==> config.mk <==
export PLATFORM = sky130hd
export DESIGN_NAME = seg_page_xlate
export DESIGN_NICKNAME = d
export VERILOG_FILES = /design/src/rtl/xlate_pkg.sv /design/src/rtl/xlate_field_split.sv /design/src/rtl/xlate_entry_addr.sv /design/src/rtl/xlate_entry_decode.sv /design/src/rtl/xlate_walk_fsm.sv /design/src/rtl/seg_page_xlate.sv
export SDC_FILE = /design/constraint.sdc
export NUM_CORES = 1
export LEC_CHECK = 0
export BUFFER_PORTS_ARGS = -buffer_cell sky130_fd_sc_hd__clkbuf_2
export CORE_MARGIN = 8
export CORE_UTILIZATION = 30
export DETAILED_ROUTE_END_ITERATION = 8
export SYNTH_ARGS = -nofsm -noshare
export SYNTH_HDL_FRONTEND = slang
export SYNTH_SLANG_ARGS = --single-unit
==> constraint.sdc <==
create_clock -name clk -period 2.8 [get_ports clk]
set_input_delay 0.28 -clock clk [delete_from_list [all_inputs] [get_ports clk]]
set_output_delay 0.28 -clock clk [all_outputs]
set_load 0.1 [all_outputs]
==> src/rtl/xlate_pkg.sv <==
// Shared types for the two-level translator.
// Assumes 32-bit table entries with the valid flag in the top bit.
package xlate_pkg;

    localparam int ENTRY_W      = 32;
    localparam int VALID_BIT    = 31;
    localparam int ENTRY_SHIFT  = 2;   // entries are four bytes apart

    typedef enum logic [2:0] {
        ST_IDLE     = 3'd0,
        ST_SEG_REQ  = 3'd1,
        ST_SEG_WAIT = 3'd2,
        ST_PG_REQ   = 3'd3,
        ST_PG_WAIT  = 3'd4,
        ST_RESP     = 3'd5
    } walk_state_t;

    typedef enum logic [1:0] {
        FLT_NONE  = 2'd0,
        FLT_SEG   = 2'd1,
        FLT_PAGE  = 2'd2,
        FLT_LIMIT = 2'd3
    } walk_fault_t;

endpackage

==> src/rtl/xlate_field_split.sv <==
// Splits a virtual address into segment, page and byte-offset fields.
// Assumes the fields are packed high to low with no gaps.
module xlate_field_split #(
    parameter int SEG_W = 4,
    parameter int PG_W  = 8,
    parameter int OFF_W = 12,
    localparam int VA_W = SEG_W + PG_W + OFF_W
) (
    input  logic [VA_W-1:0]  vaddr,
    output logic [SEG_W-1:0] seg_idx,
    output logic [PG_W-1:0]  pg_idx,
    output logic [OFF_W-1:0] byte_off
);
    // Pure field slicing.
    always_comb begin
        seg_idx  = vaddr[VA_W-1 -: SEG_W];
        pg_idx   = vaddr[OFF_W +: PG_W];
        byte_off = vaddr[OFF_W-1:0];
    end
endmodule

==> src/rtl/xlate_entry_addr.sv <==
// Forms the byte address of a table entry from a table base and an index.
// Assumes fixed-size entries; the sum wraps at the address width.
module xlate_entry_addr #(
    parameter int MA_W  = 22,
    parameter int IDX_W = 4
) (
    input  logic [MA_W-1:0]  tbl_base,
    input  logic [IDX_W-1:0] idx,
    output logic [MA_W-1:0]  ent_addr
);
    import xlate_pkg::*;

    localparam int EXT_W = (IDX_W + ENTRY_SHIFT > MA_W) ? IDX_W + ENTRY_SHIFT : MA_W;

    logic [EXT_W-1:0] scaled;
    logic [EXT_W-1:0] total;

    // Scale the index to a byte offset and add the base.
    always_comb begin
        scaled   = EXT_W'(idx) << ENTRY_SHIFT;
        total    = EXT_W'(tbl_base) + scaled;
        ent_addr = total[MA_W-1:0];
    end
endmodule

==> src/rtl/xlate_entry_decode.sv <==
// Unpacks a table entry word into its valid flag, page limit, table base
// and frame number. The same word is read both as a segment entry and as a
// page entry; the sequencer chooses which fields apply.
module xlate_entry_decode #(
    parameter int MA_W    = 22,
    parameter int PG_W    = 8,
    parameter int FRAME_W = 12
) (
    input  logic [31:0]        word,
    output logic               ent_valid,
    output logic [PG_W-1:0]    pg_limit,
    output logic [MA_W-1:0]    pt_base,
    output logic [FRAME_W-1:0] frame
);
    import xlate_pkg::*;

    // Field extraction; the limit sits just below the valid flag.
    always_comb begin
        ent_valid = word[VALID_BIT];
        pg_limit  = word[VALID_BIT-1 -: PG_W];
        pt_base   = word[MA_W-1:0];
        frame     = word[FRAME_W-1:0];
    end
endmodule

==> src/rtl/xlate_walk_fsm.sv <==
// Sequencer for the two-read table walk. It captures the request, issues
// the segment read, checks the segment entry, issues the page read and
// builds the result. Assumes read data comes no earlier than one cycle after
// the grant, and that only one read is outstanding at a time.
module xlate_walk_fsm #(
    parameter int SEG_W   = 4,
    parameter int PG_W    = 8,
    parameter int OFF_W   = 12,
    parameter int MA_W    = 22,
    parameter int FRAME_W = 12,
    localparam int VA_W   = SEG_W + PG_W + OFF_W,
    localparam int PA_W   = FRAME_W + OFF_W
) (
    input  logic               clk,
    input  logic               rst_n,
    input  logic               req_valid,
    input  logic [VA_W-1:0]    req_vaddr,
    input  logic [MA_W-1:0]    seg_base,
    output logic               req_ready,
    output logic [VA_W-1:0]    va_q,
    output logic [MA_W-1:0]    st_base_q,
    output logic [MA_W-1:0]    pt_base_q,
    input  logic [PG_W-1:0]    pg_idx,
    input  logic [OFF_W-1:0]   byte_off,
    input  logic               mem_req_ready,
    input  logic               mem_rsp_valid,
    input  logic               ent_valid,
    input  logic [PG_W-1:0]    pg_limit,
    input  logic [MA_W-1:0]    ent_base,
    input  logic [FRAME_W-1:0] ent_frame,
    output logic               rd_active,
    output logic               rd_is_seg,
    output logic               rsp_valid,
    output logic [PA_W-1:0]    rsp_paddr,
    output logic [1:0]         rsp_fault
);
    import xlate_pkg::*;

    walk_state_t state;
    walk_fault_t fault_q;
    logic        take;

    // Acceptance happens when idle or in the result cycle.
    always_comb begin
        req_ready = (state == ST_IDLE) || (state == ST_RESP);
        take      = req_ready && req_valid;
        rd_active = (state == ST_SEG_REQ) || (state == ST_PG_REQ);
        rd_is_seg = (state == ST_SEG_REQ);
        rsp_valid = (state == ST_RESP);
        rsp_fault = fault_q;
    end

    // Walk state and captured operands.
    always_ff @(posedge clk) begin
        if (!rst_n) begin
            state     <= ST_IDLE;
            va_q      <= '0;
            st_base_q <= '0;
            pt_base_q <= '0;
            fault_q   <= FLT_NONE;
            rsp_paddr <= '0;
        end else begin
            case (state)
                ST_IDLE, ST_RESP: begin
                    if (take) begin
                        va_q      <= req_vaddr;
                        st_base_q <= seg_base;
                        state     <= ST_SEG_REQ;
                    end else begin
                        state <= ST_IDLE;
                    end
                end
                ST_SEG_REQ: begin
                    if (mem_req_ready) state <= ST_SEG_WAIT;
                end
                ST_SEG_WAIT: begin
                    if (mem_rsp_valid) begin
                        if (!ent_valid) begin
                            fault_q   <= FLT_SEG;
                            rsp_paddr <= '0;
                            state     <= ST_RESP;
                        end else if (pg_idx > pg_limit) begin
                            fault_q   <= FLT_LIMIT;
                            rsp_paddr <= '0;
                            state     <= ST_RESP;
                        end else begin
                            pt_base_q <= ent_base;
                            state     <= ST_PG_REQ;
                        end
                    end
                end
                ST_PG_REQ: begin
                    if (mem_req_ready) state <= ST_PG_WAIT;
                end
                ST_PG_WAIT: begin
                    if (mem_rsp_valid) begin
                        if (!ent_valid) begin
                            fault_q   <= FLT_PAGE;
                            rsp_paddr <= '0;
                        end else begin
                            fault_q   <= FLT_NONE;
                            rsp_paddr <= {ent_frame, byte_off};
                        end
                        state <= ST_RESP;
                    end
                end
                default: state <= ST_IDLE;
            endcase
        end
    end
endmodule

==> src/rtl/seg_page_xlate.sv <==
// Top of the two-level translator. Joins the field splitter, the two
// entry-address adders, the entry decoder and the walk sequencer, and
// steers the shared memory read port. Assumes a single outstanding read.
module seg_page_xlate #(
    parameter int SEG_W   = 4,
    parameter int PG_W    = 8,
    parameter int OFF_W   = 12,
    parameter int MA_W    = 22,
    parameter int FRAME_W = 12,
    localparam int VA_W   = SEG_W + PG_W + OFF_W,
    localparam int PA_W   = FRAME_W + OFF_W
) (
    input  logic               clk,
    input  logic               rst_n,
    input  logic [MA_W-1:0]    seg_base,
    input  logic               req_valid,
    output logic               req_ready,
    input  logic [VA_W-1:0]    req_vaddr,
    output logic               rsp_valid,
    output logic [PA_W-1:0]    rsp_paddr,
    output logic [1:0]         rsp_fault,
    output logic               mem_req_valid,
    input  logic               mem_req_ready,
    output logic [MA_W-1:0]    mem_req_addr,
    input  logic               mem_rsp_valid,
    input  logic [31:0]        mem_rsp_data
);
    logic [VA_W-1:0]    va_q;
    logic [MA_W-1:0]    st_base_q;
    logic [MA_W-1:0]    pt_base_q;
    logic [SEG_W-1:0]   seg_idx;
    logic [PG_W-1:0]    pg_idx;
    logic [OFF_W-1:0]   byte_off;
    logic [MA_W-1:0]    seg_ent_addr;
    logic [MA_W-1:0]    pg_ent_addr;
    logic               ent_valid;
    logic [PG_W-1:0]    pg_limit;
    logic [MA_W-1:0]    ent_base;
    logic [FRAME_W-1:0] ent_frame;
    logic               rd_active;
    logic               rd_is_seg;

    xlate_field_split #(.SEG_W(SEG_W), .PG_W(PG_W), .OFF_W(OFF_W)) u_split (
        .vaddr    (va_q),
        .seg_idx  (seg_idx),
        .pg_idx   (pg_idx),
        .byte_off (byte_off)
    );

    xlate_entry_addr #(.MA_W(MA_W), .IDX_W(SEG_W)) u_seg_addr (
        .tbl_base (st_base_q),
        .idx      (seg_idx),
        .ent_addr (seg_ent_addr)
    );

    xlate_entry_addr #(.MA_W(MA_W), .IDX_W(PG_W)) u_pg_addr (
        .tbl_base (pt_base_q),
        .idx      (pg_idx),
        .ent_addr (pg_ent_addr)
    );

    xlate_entry_decode #(.MA_W(MA_W), .PG_W(PG_W), .FRAME_W(FRAME_W)) u_dec (
        .word      (mem_rsp_data),
        .ent_valid (ent_valid),
        .pg_limit  (pg_limit),
        .pt_base   (ent_base),
        .frame     (ent_frame)
    );

    xlate_walk_fsm #(
        .SEG_W(SEG_W), .PG_W(PG_W), .OFF_W(OFF_W), .MA_W(MA_W), .FRAME_W(FRAME_W)
    ) u_fsm (
        .clk           (clk),
        .rst_n         (rst_n),
        .req_valid     (req_valid),
        .req_vaddr     (req_vaddr),
        .seg_base      (seg_base),
        .req_ready     (req_ready),
        .va_q          (va_q),
        .st_base_q     (st_base_q),
        .pt_base_q     (pt_base_q),
        .pg_idx        (pg_idx),
        .byte_off      (byte_off),
        .mem_req_ready (mem_req_ready),
        .mem_rsp_valid (mem_rsp_valid),
        .ent_valid     (ent_valid),
        .pg_limit      (pg_limit),
        .ent_base      (ent_base),
        .ent_frame     (ent_frame),
        .rd_active     (rd_active),
        .rd_is_seg     (rd_is_seg),
        .rsp_valid     (rsp_valid),
        .rsp_paddr     (rsp_paddr),
        .rsp_fault     (rsp_fault)
    );

    // Steer the shared read port to whichever table is being read.
    always_comb begin
        mem_req_valid = rd_active;
        mem_req_addr  = rd_is_seg ? seg_ent_addr : pg_ent_addr;
    end
endmodule

==> results of run 1 <==
metrics by stage:
| stage | worst slack [ns] | total power [mW] | instance area (sq um) | cells |
|---|---|---|---|---|
| finish | -0.03977 | 3.911 | 7291 | 1036 |
| global route | -0.1417 | 4.086 | 7291 | 1036 |
| CTS | -0.07433 | 3.954 | 7259 | 1036 |
| detailed placement | 0.03443 | 2.490 | 6780 | 1016 |
| global placement | 0.07180 | 2.485 | 6780 | 1016 |
| floorplan | -0.4111 | 2.168 | 5584 | 679 |
cell usage in the layout (no fill, tap or decap), types with 5 or more instances in the layout:
cell,netlist,routed
sky130_fd_sc_hd__o211ai_1,9,9
sky130_fd_sc_hd__a21oi_1,51,49
sky130_fd_sc_hd__nor2b_1,10,8
sky130_fd_sc_hd__mux2i_1,28,23
sky130_fd_sc_hd__ha_1,20,16
sky130_fd_sc_hd__o21a_1,7,6
sky130_fd_sc_hd__dfxtp_1,97,93
sky130_fd_sc_hd__xnor2_1,12,12
sky130_fd_sc_hd__nand2_1,189,189
sky130_fd_sc_hd__xor2_1,5,5
sky130_fd_sc_hd__nor4_1,7,6
sky130_fd_sc_hd__inv_1,21,19
sky130_fd_sc_hd__nor2_1,10,10
sky130_fd_sc_hd__clkbuf_16,0,9
sky130_fd_sc_hd__nor3_1,6,6
sky130_fd_sc_hd__o21ai_2,21,22
sky130_fd_sc_hd__buf_4,6,21
sky130_fd_sc_hd__o21ai_0,14,11
sky130_fd_sc_hd__nand3_1,37,33
sky130_fd_sc_hd__clkbuf_2,0,110
sky130_fd_sc_hd__a211oi_2,0,5
sky130_fd_sc_hd__buf_12,0,24
sky130_fd_sc_hd__a21boi_0,6,6
sky130_fd_sc_hd__or4_1,8,8
Yosys cell counts (all sizes together) (2+ instances only):
cell type | number | area, sq um
or4 | 8 | 60.06
buf | 26 | 175.2
and4 | 4 | 35.03
o21a | 7 | 52.55
and2 | 4 | 25.02
nand4 | 4 | 31.28
nor2 | 11 | 43.80
nor3 | 8 | 50.05
and3 | 2 | 12.51
clkinv | 2 | 7.510
or3 | 3 | 18.77
xor2 | 5 | 43.79
a31oi | 5 | 31.28
a21o | 5 | 37.54
nor2b | 11 | 76.32
clkbuf | 17 | 63.81
dfxtp | 97 | 1942
a2111oi | 2 | 37.54
inv | 21 | 78.83
a21oi | 51 | 255.2
nand2b | 3 | 18.77
ha | 20 | 250.2
o21ai | 38 | 269.0
nand2 | 189 | 709.4
o211ai | 10 | 80.07
nand3 | 38 | 202.7
mux2i | 28 | 280.3
o22ai | 2 | 12.51
a21boi | 7 | 52.55
a211oi | 9 | 67.56
xnor2 | 12 | 105.1
o31a | 4 | 35.03
o211a | 2 | 20.02
fa | 2 | 40.04
nor4 | 8 | 56.30
worst min-delay path by stage:
stage / to / slack [ns]
floorplan: u_fsm.rsp_paddr[23]$_SDFFE_PN0P_ / 0.39
global placement: u_fsm.rsp_paddr[5]$_SDFFE_PN0P_ / 0.44
detailed placement: u_fsm.rsp_paddr[5]$_SDFFE_PN0P_ / 0.44
CTS: u_fsm.rsp_paddr[20]$_SDFFE_PN0P_ / 0.13
global route: u_fsm.va_q[20]$_SDFFE_PN0P_ / 0.14
finish: u_fsm.va_q[20]$_SDFFE_PN0P_ / 0.14
routing by layer:
layer	routed length [um]	global-route usage, %	vias to the layer above	share of wire [%]
met1	7812	18.88	2306	49
met5	17	0	-	0.11
li1	-	-	2605	-
met2	7188	22.44	110	45
met4	164	4.048	2	1.0
met3	897	3.667	16	5.6
cell families (layout without fill, tap and decap cells):
kind of cell               after synthesis  in the layout  synth area share, %
AOI/OAI and AO/OA                      152            152                19.30
xor gates and xnor gates                17             17                2.748
adders and majority gates               22             22                5.357
buffers and inverters                   66            194                6.003
DFF                                     97             97                35.83
muxes                                   28             28                5.172
and+or+nand+nor                        297            297                25.58
worst max-delay path, delay by kind of cell (launching register included):
family          cells  cell delay, ns
simple gates        2            0.63
fa+ha+maj           2            0.48
compound gates      3            0.48
flops               1            0.36
buf+inv             2            0.26
area by class of cell:
cell class | instances | area, sq um
clock buffer | 9 | 225.2
clock inverter | 7 | 116.4
fill | 1757 | 10550
inverter | 23 | 86.33
multi-input combinational | 516 | 3441
sequential | 97 | 1947
tap | 229 | 286.5
timing repair buffer | 155 | 1189
flip-flops by register name, indices dropped and copies added, names as in the netlist:
signal           count
u_fsm.st_base_q     22
u_fsm.state          3
u_fsm.rsp_fault      2
u_fsm.va_q          24
u_fsm.pt_base_q     22
u_fsm.rsp_paddr     24
power groups by stage:
stage               logic, mW  registers [mW]  clock network [mW]
floorplan               0.649            1.52                   0
global placement        0.953            1.53                   0
detailed placement      0.955            1.53                   0
CTS                     0.975            1.51                1.47
global route             1.04            1.52                1.53
finish                  0.969            1.51                1.44
timing repair:
action                                  CTS  global route
pin swaps                                10             3
gates cloned                              0             0
resized for setup                        22             7
setup buffers                             4             0
endpoints found under the setup margin   15            13
hold endpoints to repair                  0             0
==> run summary, run 1 <==
The flow ran to the end, but the final reports show violations. The final reports fail on negative setup slack. STA classifies the critical path endpoint as an output port. The count of H-tree levels built during CTS is 3. The count of unresolved DRC violations after routing is 0. The area growth from synthesis to layout is 34.54%. At the end of routability-driven placement, the weighted congestion stood at 0.8181. Combinational logic is responsible for roughly 25% of the overall power. The utilization after layout is 40.87%. The routed length per instance is approximately 16 um. The final hold violation count came out at 0. The smallest hold slack came out at 0.1415 ns. The startpoint of the worst hold path is req_vaddr[20]. The count of mapped cells out of synthesis is between 600 and 700. The top fanout value on the critical path is 8. The area of the placeable core came out at 17840 sq um. The synthesized design contains 0 enable-type register cells.

The count of cells along the worst register-to-register path is 7. The global-route wire length before repair came out at 25660 um. The share of the yosys chip area belonging to registers came out at 35.83%.

The most used flip-flop cell after synthesis is sky130_fd_sc_hd__dfxtp_1. Setup violations remaining at the end of the flow were counted as 3. The share of total power in sequential cells is 38.5%. In the synthesized netlist the async set-or-reset flop fraction comes to 0%.

The count of yosys warnings during synthesis is 0. Synthesis instantiated between 60 and 70 different standard cells from the library. Following the worst setup path forward leads to its endpoint at mem_req_addr[14].

On the critical path, the stage with the largest delay is an instance of sky130_fd_sc_hd__or4_1. The maximum buffer depth of the clock tree is 2. CTS placed an instance of sky130_fd_sc_hd__clkbuf_16 at the clock tree root. The synthesized area came out at 5419 sq um. In this design, the stage delay of the slowest critical-path cell is between 0.4 and 0.5 ns.

The largest voltage drop on the vdd net came out at about 0.00025 V. The cell-internal power came out at roughly 2.7 mW. The die covers between 20000 and 25000 sq um. The via count of the first global-routing pass came out at 4933. Across all register-to-register paths, the minimum setup slack is approximately 0.7 ns. The first-iteration detailed-routing DRC count came out at roughly 230.

The total routed wirelength is about 16000 um. The actual transition at the worst max-transition pin is 0.7894 ns. For this configuration, the core starts out at a cell density of 30.37%. Clock-pin slew was measured on the worst setup and hold paths at ~0.07 ns.

The number of routed nets with antenna violations is 0. The leakage power of the design came out at 2.862 nW. The synthesized net count came out at 784. The data required time at the worst endpoint is 2.52 ns. Hold repair after CTS inserted 0 buffers. The worst setup path is launched from a flop. The count of standard-cell rows came out at 49.

In this run, CTS created clock tree buffers numbering 9. TritonCTS built the clock tree. The number of cells on the worst hold path came out at 3. Summed over all failing endpoints, the final setup total negative slack is -0.07394 ns. Detailed routing inserted a total of ~5.0k vias. For this run, the post-layout net count is between 900 and 1k. The wire-length estimate of the detail-placed layout is 12080 um. The number of slew-limit violations in the final report came out at 0. The relative slew slack came out at roughly 47%.

The number of I/O port buffers is 132. The clock period minus final worst setup slack is between 2 and 3 ns. The number of synthesized register bits came out at 97. The global-route usage over all layers is around 14%.

134 I/O pins were placed. The final global-route overflow total came out at 0. The die width came out at 150.4 um. In the final layout, the share of cells above drive strength 1 is 30.36%. The fraction of the cycle the final worst path needs came out at 101.4%. Entering global routing, the biggest net connects 77 pins.

The critical path in this run is classified as flop to output port. In this run the mean area of a mapped cell was 7.981 sq um. The critical path data arrival time is 2.56 ns. The critical path starts at u_fsm.va_q[12]$_SDFFE_PN0P_. Measured along the y axis, the die boundary spans roughly 150 um. Across the run, the number of max-cap violations was 0. The highest achievable clock rate is approximately 350 MHz. Clock latency on the worst-skew pair, taken at its later pin, is 0.35 ns. Traced cell by cell, the critical path runs through ha_4 > inv_2 > fa_2 > and2b_1 > o31ai_2 > a21o_4 > or4_1 > o211ai_1 > buf_12. Power spread over the standard cell area amounts to 536.5 nW/um^2. The power dissipated by switching net loads came out at 1.244 mW.

The antenna diode instance count came out at 0. The setup clock skew after layout came out at 0.006164 ns. Setup repair after global routing could not meet its margin everywhere.

The smallest setup slack after layout came out at -0.03977 ns. In this run the critical register-to-register path is launched from u_fsm.va_q[17]$_SDFFE_PN0P_. The initial antenna violation count is 1. The clock network accounts for 36.7% of the total power. The path class of the tightest hold or removal check is input port to flop. The first detailed-routing pass took 5 iterations. In this run switching power makes up 31.80% of total power.

The endpoint identified for the worst register-to-register timing path is u_fsm.pt_base_q[19]$_SDFFE_PN0P_. The via-per-instance ratio is 4.864. The clock sink count is 97.
Note: power is estimated with default switching activity, not from simulation.
==> inputs of run 2 (changes only) <==
- CTS_BUF_LIST: unset -> sky130_fd_sc_hd__clkbuf_8
==> run 2 against run 1 <==
The flow still finishes with violations (negative setup slack). Clock skew rose by 0.011 ns. Sequential share of layout area fell by 0.27 points. Cell area rose by 1.8%. Clock power fell by 22%. Flip-flop and latch count did not move. Critical path depth did not move. Power fell by 7.0%. First-iteration DRC count rose by 3.4%. Critical endpoint is now mem_req_addr[16]. Largest cell class unchanged. Highest routed layer unchanged.
==> run summary, run 2 (same netlist as run 1, synthesis figures left out) <==
The number of buffers inserted during clock tree synthesis is 9 (unchanged). The count of H-tree levels built during CTS is 3 (unchanged). The smallest setup slack after layout is -0.1072 ns (-0.06747 ns). The maximum buffer depth of the clock tree came out at 2 (unchanged).

The post-layout instance area came to 7422 sq um (+1.8%). The height of the die was 150.4 um (unchanged). The first-pass iteration count of the detailed router came to 6 (+1). Leaving out fill and tap cells, the most frequent cells in the layout are sky130_fd_sc_hd__nand2_1, sky130_fd_sc_hd__clkbuf_2, sky130_fd_sc_hd__dfxtp_1. The setup path with the least slack is of type flop to output port. The setup clock skew after layout is 0.01724 ns (+0.01108 ns). The leakage power of the design is 2.869 nW (+0.27%). The largest voltage drop on the vdd net is 0.0002237 V (-11%). The routability-driven placement congestion ratio came out at 0.8181 (unchanged). The clock sink count is 97 (unchanged). The number of top-level design ports came out at 134 (unchanged). The data required time at the worst endpoint came out at 2.52 ns (about the same).

The clock transition at the registers of the reported paths came out at 0.11 ns (+0.04 ns). Setup repair after global routing could not meet its margin everywhere. The smallest hold slack is 0.1074 ns (-0.03413 ns). Leaving out fill and tap cells, the most frequent cell in the layout is sky130_fd_sc_hd__nand2_1.

The via count of the first global-routing pass is 4985 (+1.1%). The routed length per instance came to 15.98 um (+2.9%). The critical path data arrival time came out at 2.63 ns (+0.07 ns). The area growth from synthesis to layout is 36.97%. The area of the placeable core came out at 17840 sq um (unchanged).

The count of standard-cell rows came out at 49 (unchanged). The initial antenna violation count is 1 (unchanged). The post-route setup TNS came out at -0.2887 ns (-0.2148 ns). The highest achievable clock rate is 344.0 MHz (-2.3%). The utilization after layout is 41.60% (+0.74 points).

The first-iteration detailed-routing DRC count is 242 (+3.4%). The die width is 150.4 um (unchanged). The number of routed nets with antenna violations is 0 (unchanged). The run finished, with violations left.

The max-cap violation count was 0 (unchanged). The total routed wirelength came out at 16670 um (+3.6%). The fraction of the cycle the final worst path needs is 103.8% (+2.4 points). The number of nets in the finished design came out at 914 (+0.77%). The final hold violation count came to 0 (unchanged).

The power density relative to cell area is 490.1 nW/um^2 (-8.6%). The top fanout value on the critical path was 8 (unchanged). The worst setup path is launched from a flop. The pin count of the biggest net entering global routing is 77 (unchanged). In this run the clock root is driven by a sky130_fd_sc_hd__clkbuf_8. The proportion of layout cells with a drive suffix above 1 came out at 34.15% (+3.8 points). The final reports fail on negative setup slack. The actual transition at the worst max-transition pin is 0.7839 ns (-0.005516 ns). The global-route usage over all layers is 14.36% (+0.095 points).

TritonCTS built the clock tree. The total via count after detailed routing is 5115 (+1.5%). The full die area came to 22620 sq um (unchanged). The total setup violations reported at the end of the flow came out at 5 (+2). The global-route wire length before repair came out at 25830 um (+0.67%). The via-per-instance ratio came out at 4.904 (+0.83%). The number of slew-limit violations in the final report is 0 (unchanged). The half-perimeter wire length after detailed placement is 12080 um (unchanged).

The relative slew slack is 47.74% (+0.37 points). The clock period minus final worst setup slack is 2.907 ns (+0.06747 ns). The clock latency of the later-clocked register in the worst-skew pair came to 0.38 ns (+0.03 ns). The instance area after placement is 6780 sq um (unchanged). The worst-case setup slack after placement came out at 0.03443 ns (unchanged). The antenna diode instance count was 0 (unchanged). The largest registers in the layout are u_fsm.rsp_paddr (24), u_fsm.va_q (24). The path class of the lowest-slack min-delay path is input port to flop. The final global-route overflow total came to 0 (unchanged). The worst setup path is captured at an output port. The initial standard-cell utilization of the core is 30.37% (unchanged). The count of unresolved DRC violations after routing came out at 0 (unchanged).

The number of I/O port buffers is 132 (unchanged).
[run 2: changes by cell type in the layout (fill, tap and decap cells not counted), moves of 5 or more]
cell | before | now
sky130_fd_sc_hd__clkbuf_8 | 0 | 9
sky130_fd_sc_hd__dfxtp_1 | 93 | 85
sky130_fd_sc_hd__dfxtp_2 | 4 | 10
sky130_fd_sc_hd__buf_4 | 21 | 26
sky130_fd_sc_hd__clkbuf_16 | 9 | 1
[run 2: final cells by class]
class | count | area (sq um)
clock buffers | 9 | 123.9
repair buffers | 161 | 1242
flip-flops and latches | 97 | 1962
inverters | 23 | 86.33
clock inverters | 7 | 116.4
well taps | 229 | 286.5
fillers | 1752 | 10420
multi-input cells | 517 | 3605
[run 2: timing repair]
item	in CTS	in global routing
pin swaps	11	5
gates cloned	0	1
resized for setup	37	33
hold endpoints to repair	0	0
buffers inserted	4	7
endpoints found under the setup margin	16	15
hold buffers	0	0
[run 2: final timing paths]
| kind | startpoint | to | slack (ns) | cells after the start |
|---|---|---|---|---|
| min | req_vaddr[5] | u_fsm.va_q[5]$_SDFFE_PN0P_ | 0.11 | 3 |
| max | u_fsm.va_q[12]$_SDFFE_PN0P_ | mem_req_addr[16] | -0.11 | 9 |
| min reg2reg | u_fsm.va_q[9]$_SDFFE_PN0P_ | u_fsm.rsp_paddr[9]$_SDFFE_PN0P_ | 0.46 | 2 |
| max reg2reg | u_fsm.va_q[17]$_SDFFE_PN0P_ | u_fsm.pt_base_q[19]$_SDFFE_PN0P_ | 0.71 | 7 |
[run 2: worst max-delay path, stage by stage (launching register included)]
cell                        delay, ns
sky130_fd_sc_hd__dfxtp_2         0.37
sky130_fd_sc_hd__ha_4            0.14
sky130_fd_sc_hd__inv_2           0.04
sky130_fd_sc_hd__fa_2            0.35
sky130_fd_sc_hd__and2b_2         0.25
sky130_fd_sc_hd__o31ai_4         0.08
sky130_fd_sc_hd__a21o_4          0.24
sky130_fd_sc_hd__or4_1           0.40
sky130_fd_sc_hd__o211ai_1        0.14
sky130_fd_sc_hd__clkbuf_16       0.26
[run 2: stage by stage]
step                      total power, mW  instances
final                               3.638       1043
after global routing                3.805       1043
after CTS                           3.644       1036
after detailed placement            2.490       1016
after global placement              2.485       1016
after floorplan                     2.168        679
[run 2: report_power, final]
| group | total (mW) | leakage, nW | internal [mW] | switching (mW) |
|---|---|---|---|---|
| Clock | 1.13 | 0.120 | 0.594 | 0.534 |
| Sequential | 1.51 | 0.794 | 1.44 | 0.0677 |
| Combinational | 1.00 | 1.96 | 0.371 | 0.629 |
| Total | 3.64 | 2.87 | 2.41 | 1.23 |
[run 2: routing by layer]
layer	track usage (%)	wire length, um
met1	18.87	7892
met2	22.80	7676
met3	4.208	952
met4	3.148	130
met5	0	13
